$ cat config.mk
export PLATFORM = sky130hd
export DESIGN_NAME = stride_mover
export DESIGN_NICKNAME = d
export VERILOG_FILES = /design/src/rtl/stm_pkg.sv /design/src/rtl/stm_walk.sv /design/src/rtl/stm_port.sv /design/src/rtl/stride_mover.sv
export SDC_FILE = /design/constraint.sdc
export NUM_CORES = 1
export LEC_CHECK = 0
export CORE_AREA = 2 2 231 233
export DETAILED_ROUTE_END_ITERATION = 7
export DIE_AREA = 0 0 233 235
export PLACE_DENSITY_LB_ADDON = 0.05
export SLEW_MARGIN = 20
export SYNTH_ARGS = -nofsm -noshare
export SYNTH_HDL_FRONTEND = slang
export SYNTH_SLANG_ARGS = --single-unit
$ cat constraint.sdc
create_clock -name clk -period 4.1 [get_ports clk]
set_clock_uncertainty 0.05 [all_clocks]
set_input_delay 0.615 -clock clk [delete_from_list [all_inputs] [get_ports clk]]
set_output_delay 0.615 -clock clk [all_outputs]
set_load 0.05 [all_outputs]
$ cat src/rtl/stm_pkg.sv
package stm_pkg;
  localparam int unsigned BEAT_BYTES = 16;

  typedef enum logic {
    PATH_MEM = 1'b0,
    PATH_NET = 1'b1
  } path_e;
endpackage

$ cat src/rtl/stm_walk.sv
module stm_walk
  import stm_pkg::*;
#(
  parameter int AW   = 32,
  parameter int LENW = 8,
  parameter int CNTW = 8
) (
  input  logic            clk,
  input  logic            rst_n,
  input  logic            load_i,
  input  logic            step_i,
  input  logic [AW-1:0]   src_base_i,
  input  logic [AW-1:0]   dst_base_i,
  input  logic [LENW-1:0] beats_i,
  input  logic [CNTW-1:0] chunks_i,
  input  logic [CNTW-1:0] blocks_i,
  input  logic [AW-1:0]   chunk_stride_i,
  input  logic [AW-1:0]   block_stride_i,
  output logic [AW-1:0]   src_o,
  output logic [AW-1:0]   dst_o,
  output logic            last_o
);
  localparam logic [AW-1:0]   BEAT_A = AW'(BEAT_BYTES);
  localparam logic [LENW-1:0] ONE_L  = LENW'(1);
  localparam logic [CNTW-1:0] ONE_C  = CNTW'(1);

  logic [LENW-1:0] beat_q, beat_d, len_q;
  logic [CNTW-1:0] chk_q, chk_d, blk_q, blk_d, cpb_q, nblk_q;
  logic [AW-1:0]   src_q, src_d, dst_q, dst_d;
  logic [AW-1:0]   cbase_q, cbase_d, bbase_q, bbase_d;
  logic [AW-1:0]   cstr_q, bstr_q;
  logic            chunk_end, block_end;

  assign chunk_end = (beat_q + ONE_L) == len_q;
  assign block_end = chunk_end && ((chk_q + ONE_C) == cpb_q);
  assign last_o    = block_end && ((blk_q + ONE_C) == nblk_q);
  assign src_o     = src_q;
  assign dst_o     = dst_q;

  always_comb begin
    beat_d  = beat_q;
    chk_d   = chk_q;
    blk_d   = blk_q;
    src_d   = src_q;
    dst_d   = dst_q;
    cbase_d = cbase_q;
    bbase_d = bbase_q;
    if (load_i) begin
      beat_d  = '0;
      chk_d   = '0;
      blk_d   = '0;
      src_d   = src_base_i;
      dst_d   = dst_base_i;
      cbase_d = src_base_i;
      bbase_d = src_base_i;
    end else if (step_i) begin
      dst_d = dst_q + BEAT_A;
      if (!chunk_end) begin
        beat_d = beat_q + ONE_L;
        src_d  = src_q + BEAT_A;
      end else if (!block_end) begin
        beat_d  = '0;
        chk_d   = chk_q + ONE_C;
        cbase_d = cbase_q + cstr_q;
        src_d   = cbase_q + cstr_q;
      end else begin
        beat_d  = '0;
        chk_d   = '0;
        blk_d   = blk_q + ONE_C;
        bbase_d = bbase_q + bstr_q;
        cbase_d = bbase_q + bstr_q;
        src_d   = bbase_q + bstr_q;
      end
    end
  end

  always_ff @(posedge clk or negedge rst_n) begin
    if (!rst_n) begin
      beat_q  <= '0;
      chk_q   <= '0;
      blk_q   <= '0;
      src_q   <= '0;
      dst_q   <= '0;
      cbase_q <= '0;
      bbase_q <= '0;
    end else if (load_i || step_i) begin
      beat_q  <= beat_d;
      chk_q   <= chk_d;
      blk_q   <= blk_d;
      src_q   <= src_d;
      dst_q   <= dst_d;
      cbase_q <= cbase_d;
      bbase_q <= bbase_d;
    end
  end

  always_ff @(posedge clk or negedge rst_n) begin
    if (!rst_n) begin
      len_q  <= '0;
      cpb_q  <= '0;
      nblk_q <= '0;
      cstr_q <= '0;
      bstr_q <= '0;
    end else if (load_i) begin
      len_q  <= beats_i;
      cpb_q  <= chunks_i;
      nblk_q <= blocks_i;
      cstr_q <= chunk_stride_i;
      bstr_q <= block_stride_i;
    end
  end

  // destination is packed, one beat further per accepted request
  assert_packed_dst_R4: assert property (@(posedge clk) disable iff (!rst_n)
    step_i |=> dst_o == $past(dst_o) + BEAT_A);

  // inside a chunk the source moves by one beat
  assert_chunk_walk_R3: assert property (@(posedge clk) disable iff (!rst_n)
    (step_i && !chunk_end) |=> src_o == $past(src_o) + BEAT_A);
endmodule

$ cat src/rtl/stm_port.sv
module stm_port
  import stm_pkg::*;
(
  input  logic  req_i,
  input  path_e path_i,
  input  logic  congest_i,
  input  logic  mem_ready_i,
  input  logic  net_ready_i,
  output logic  mem_valid_o,
  output logic  net_valid_o,
  output logic  fire_o
);
  localparam int NPORT = 2;

  logic [NPORT-1:0] rdy, vld;

  assign rdy = {net_ready_i, mem_ready_i};

  for (genvar p = 0; p < NPORT; p++) begin : g_port
    assign vld[p] = req_i && !congest_i && (int'(path_i) == p);
  end

  assign mem_valid_o = vld[0];
  assign net_valid_o = vld[1];
  assign fire_o      = |(vld & rdy);
endmodule

$ cat src/rtl/stride_mover.sv
module stride_mover
  import stm_pkg::*;
#(
  parameter int AW   = 32,
  parameter int LENW = 8,
  parameter int CNTW = 8
) (
  input  logic            clk,
  input  logic            rst_n,
  input  logic            start_i,
  input  logic            dir_i,
  input  logic [AW-1:0]   src_base_i,
  input  logic [AW-1:0]   dst_base_i,
  input  logic [LENW-1:0] beats_i,
  input  logic [CNTW-1:0] chunks_i,
  input  logic [AW-1:0]   chunk_stride_i,
  input  logic [CNTW-1:0] blocks_i,
  input  logic [AW-1:0]   block_stride_i,
  input  logic            congest_i,
  output logic            mem_valid_o,
  input  logic            mem_ready_i,
  output logic            net_valid_o,
  input  logic            net_ready_i,
  output logic [AW-1:0]   req_src_o,
  output logic [AW-1:0]   req_dst_o,
  output logic            busy_o,
  output logic            done_o,
  output logic            cpl_o,
  output logic            start_err_o
);
  logic  busy_q, busy_d, done_q, done_d, cpl_q, cpl_d, err_q, err_d;
  path_e path_q, path_d;
  logic  start_ok, empty_job, load, fire, last, finish;

  assign start_ok  = start_i && !busy_q;
  assign empty_job = (beats_i == '0) || (chunks_i == '0) || (blocks_i == '0);
  assign load      = start_ok && !empty_job;
  assign finish    = busy_q && fire && last;

  always_comb begin
    busy_d = busy_q;
    done_d = done_q;
    path_d = path_q;
    if (start_ok) begin
      busy_d = !empty_job;
      done_d = empty_job;
      path_d = path_e'(dir_i);
    end else if (finish) begin
      busy_d = 1'b0;
      done_d = 1'b1;
    end
    cpl_d = (start_ok && empty_job) || finish;
    err_d = start_i && busy_q;
  end

  always_ff @(posedge clk or negedge rst_n) begin
    if (!rst_n) begin
      busy_q <= 1'b0;
      done_q <= 1'b0;
      cpl_q  <= 1'b0;
      err_q  <= 1'b0;
      path_q <= PATH_MEM;
    end else begin
      busy_q <= busy_d;
      done_q <= done_d;
      cpl_q  <= cpl_d;
      err_q  <= err_d;
      path_q <= path_d;
    end
  end

  stm_walk #(.AW(AW), .LENW(LENW), .CNTW(CNTW)) i_walk (
    .clk            (clk),
    .rst_n          (rst_n),
    .load_i         (load),
    .step_i         (busy_q && fire),
    .src_base_i     (src_base_i),
    .dst_base_i     (dst_base_i),
    .beats_i        (beats_i),
    .chunks_i       (chunks_i),
    .blocks_i       (blocks_i),
    .chunk_stride_i (chunk_stride_i),
    .block_stride_i (block_stride_i),
    .src_o          (req_src_o),
    .dst_o          (req_dst_o),
    .last_o         (last)
  );

  stm_port i_port (
    .req_i       (busy_q),
    .path_i      (path_q),
    .congest_i   (congest_i),
    .mem_ready_i (mem_ready_i),
    .net_ready_i (net_ready_i),
    .mem_valid_o (mem_valid_o),
    .net_valid_o (net_valid_o),
    .fire_o      (fire)
  );

  assign busy_o      = busy_q;
  assign done_o      = done_q;
  assign cpl_o       = cpl_q;
  assign start_err_o = err_q;

  assert_one_port_R5: assert property (@(posedge clk) disable iff (!rst_n)
    !(mem_valid_o && net_valid_o));

  assert_hold_addr_R6: assert property (@(posedge clk) disable iff (!rst_n)
    (busy_o && !fire) |=> $stable(req_src_o) && $stable(req_dst_o));

  assert_congest_hold_R7: assert property (@(posedge clk) disable iff (!rst_n)
    congest_i |-> !(mem_valid_o || net_valid_o));

  assert_cpl_single_R8: assert property (@(posedge clk) disable iff (!rst_n)
    cpl_o |=> !cpl_o);

  assert_err_when_busy_R9: assert property (@(posedge clk) disable iff (!rst_n)
    start_err_o |-> $past(busy_o));

  assert_idle_quiet_R10: assert property (@(posedge clk) disable iff (!rst_n)
    !busy_o |-> !(mem_valid_o || net_valid_o));

  assert_done_sticky_R11: assert property (@(posedge clk) disable iff (!rst_n)
    (done_o && !start_i) |=> done_o);
endmodule

==> impl_metrics.json <==
{
  "outcome": "finished, final reports clean",
  "slew_violations": 0,
  "yosysUniqueCellTypes": 77,
  "p_int_uw": 8453,
  "grtUsageTotal": 0.2074,
  "ctsResizeCount": 0,
  "htreeDepth": 2,
  "switchingPower_uw": 7345,
  "critPathArrivalTime_ns": 3.99,
  "avgSynthCellArea_sq_um": 8.273,
  "wl_per_cell_um": 20.33,
  "grt_max_degree": 102,
  "cts_buffer_depth": 3,
  "worst_pin_slew_ns": 0.8876,
  "whs_ns": 0.4265,
  "ys_seq_elements": 245,
  "cts_tree": "yes",
  "drtAntennaViolNets": 0,
  "tns_ns": 0,
  "cp_data_required_time_ns": 4.51,
  "setup_viol": 0,
  "yosys_warnings": 0,
  "utilization": 0.3781,
  "synth.yosys.seq_area_share": 0.3954,
  "cts_inserted_buffers": 34,
  "overflow": 0,
  "cp-end-kind": "flop",
  "slew_headroom": 0.4061,
  "reg2reg_depth": 12,
  "cts_setup_buffers": 0,
  "firstDrtPassIters": 7,
  "p_leak_uw": 0.008547,
  "area_delta_synth_final_pct": 27.39,
  "rsz0062_at_grt": "false",
  "num_rows": 84,
  "clock-root-buffer": "clkbuf_16",
  "drive_gt1_frac": 0.05740,
  "die_x_um": 233,
  "fmax_mhz": 279.3,
  "p_per_area_mw_per_mm2": 799.9,
  "async_flop_share": 1.000,
  "swShare": 0.4649,
  "dp.final_hpwl_um": 42480,
  "port_buffers": 228,
  "peakVddDrop_mv": 0.2690,
  "critPathMaxFanout": 4,
  "ys.flop_type": "dfrtp_1",
  "start_kind": "flop",
  "fin_crit_sh": 0.8731,
  "place_congestion": 0.8757,
  "io_pins": 229,
  "maxCapViolations": 0,
  "syn_inst": 1874,
  "viasPerCell": 5.115,
  "clkLatencyLatePin_ns": 0.54,
  "synth_edf_count": 0,
  "initial_core_util": 0.2968,
  "vias": 14310,
  "power_frac_comb": 0.531,
  "drc": 0,
  "drt_first_iter_violations": 1109,
  "cts_sinks": 245,
  "hold_viol": 0,
  "grt_pass1_vias": 14290,
  "cts_hold_buf": 1,
  "synth_area_sq_mm": 0.01550,
  "fp.dieH_um": 235,
  "die-area_sq_mm": 0.05476,
  "clkPwrFrac": 0.201,
  "routed_wl_um": 56870,
  "cts.reportedPaths.clkPinSlew_ns": 0.06,
  "syn_nets": 2102,
  "placeableCoreArea_sq_mm": 0.05224,
  "min_path_cells": 2,
  "nets": 2312,
  "seqPwrFrac": 0.268,
  "finalCriticalPeriod_ns": 3.580,
  "antenna_found_initial": 2,
  "hp-class": "reg -> reg",
  "crit_type": "reg -> reg",
  "grt_pass1_wl_um": 87370
}
-- synth_stat cells (all sizes together), types with 3 or more instances --
cell type	count	area share
a211o	3	0.0017
a211oi	15	0.0073
a21boi	6	0.0029
a21o	36	0.017
a21oi	136	0.044
a221o	11	0.0071
a221oi	3	0.0017
a22oi	6	0.0029
a31oi	29	0.012
and2	15	0.0061
and3	25	0.010
and3b	3	0.0017
and4	10	0.0058
buf	25	0.0090
clkbuf	64	0.020
dfrtp	245	0.40
ha	67	0.054
inv	12	0.0029
mux2	3	0.0022
mux2i	22	0.014
nand2	477	0.12
nand3	62	0.021
nand3b	4	0.0019
nand4	17	0.0073
nor2	126	0.032
nor2b	8	0.0032
nor3	33	0.012
nor3b	11	0.0053
nor4	12	0.0048
o211ai	25	0.012
o21a	13	0.0063
o21ai	156	0.051
o21bai	9	0.0046
o221a	3	0.0022
o221ai	5	0.0028
o22ai	12	0.0048
o2bb2ai	3	0.0017
o31a	3	0.0017
o31ai	10	0.0052
or3	3	0.0012
xnor2	65	0.037
xor2	59	0.033
-- through the flow --
stage | std cells | total power, uW | cell area [sq um] | setup WS (ns)
after floorplan | 1874 | 9776 | 15500 | 0.5120
after global placement | 2735 | 12570 | 18540 | 0.6623
after detailed placement | 2735 | 12550 | 18540 | 0.6473
after CTS | 2796 | 15870 | 19750 | 0.6086
after global routing | 2797 | 16970 | 19750 | 0.3510
final | 2797 | 15800 | 19750 | 0.5201
-- layout by cell type (no fill, tap or decap), drive strengths merged, types with 59 or more instances in the layout --
cell type,instances
xnor2,65
nor2,126
nand2,477
a21oi,136
nand3,62
clkdlybuf4s50,227
xor2,59
dfrtp,245
o21ai,156
ha,67
-- critical path: stages, from the launching register on --
cell	delay [ns]
dfrtp_1	0.37
ha_1	0.24
fa_1	0.44
a211oi_1	0.45
o21ai_1	0.31
o21a_1	0.31
o21ai_0	0.23
a21oi_1	0.14
o31a_1	0.29
nor2_1	0.21
nand3_1	0.11
o21a_1	0.15
a31oi_1	0.18
-- final cells by class --
type / count / area [sq um]
Inverter: 12 / 45.04
Antenna cell: 1 / 2.502
Fill cell: 5410 / 32480
Clock inverter: 8 / 142.6
Clock buffer: 52 / 1052
Tap cell: 688 / 860.8
Multi-Input combinational cell: 1528 / 8901
Timing Repair Buffer: 263 / 2615
Sequential cell: 245 / 6131
-- state kept, by name, indices dropped and copies added (netlist names) --
name and cells:
busy_o 1, cpl_o 1, done_o 1, i_walk.bbase_q 32, i_walk.beat_q 8, i_walk.blk_q 8
i_walk.bstr_q 32, i_walk.cbase_q 32, i_walk.chk_q 8, i_walk.cpb_q 8, i_walk.cstr_q 32, i_walk.dst_o 32
i_walk.len_q 8, i_walk.nblk_q 8, i_walk.src_o 32, path_q 1, start_err_o 1
-- path summary, 6_finish.rpt --
path	start	slack (ns)	to
max	i_walk.bstr_q[0]	0.52	i_walk.cbase_q[24]
min in group asynchronous	rst_n	0.53	i_walk.bstr_q[10]
max reg2reg	i_walk.bstr_q[0]	0.52	i_walk.cbase_q[24]
max in group asynchronous	rst_n	2.50	i_walk.cstr_q[16]
min reg2reg	i_walk.dst_o[1]	0.43	i_walk.dst_o[1]
min	i_walk.dst_o[1]	0.43	i_walk.dst_o[1]
-- logic make-up (layout without fill, tap and decap cells) --
| group | after synthesis | count (layout) | synth area share |
|---|---|---|---|
| multiplexers | 25 | 25 | 0.01638 |
| AND/OR/NAND/NOR | 814 | 814 | 0.2327 |
| flip-flops | 245 | 245 | 0.3954 |
| AO/OA/AOI/OAI | 496 | 496 | 0.1969 |
| XOR/XNOR | 124 | 124 | 0.07005 |
| other | 0 | 1 | 0 |
| adder cells (fa/ha/maj) | 69 | 69 | 0.05665 |
| buffers and inverters | 101 | 335 | 0.03188 |
-- power by group through the flow --
stage,clock [uW],combinational (uW),sequential (uW)
after global routing,3390,9220,4360
final,3180,8390,4230
after CTS,3300,8340,4230
after floorplan,0,4980,4800
after detailed placement,0,8290,4260
after global placement,0,8310,4260
-- metal layers --
metal,global-route usage,vias to the layer above,part of all wire
met3,0.03070,69,0.054
met4,0.06157,0,0.025
li1,-,7043,-
met5,0,-,0
met1,0.3058,6831,0.49
met2,0.3115,365,0.44
Power figures use the tool's default switching activity.
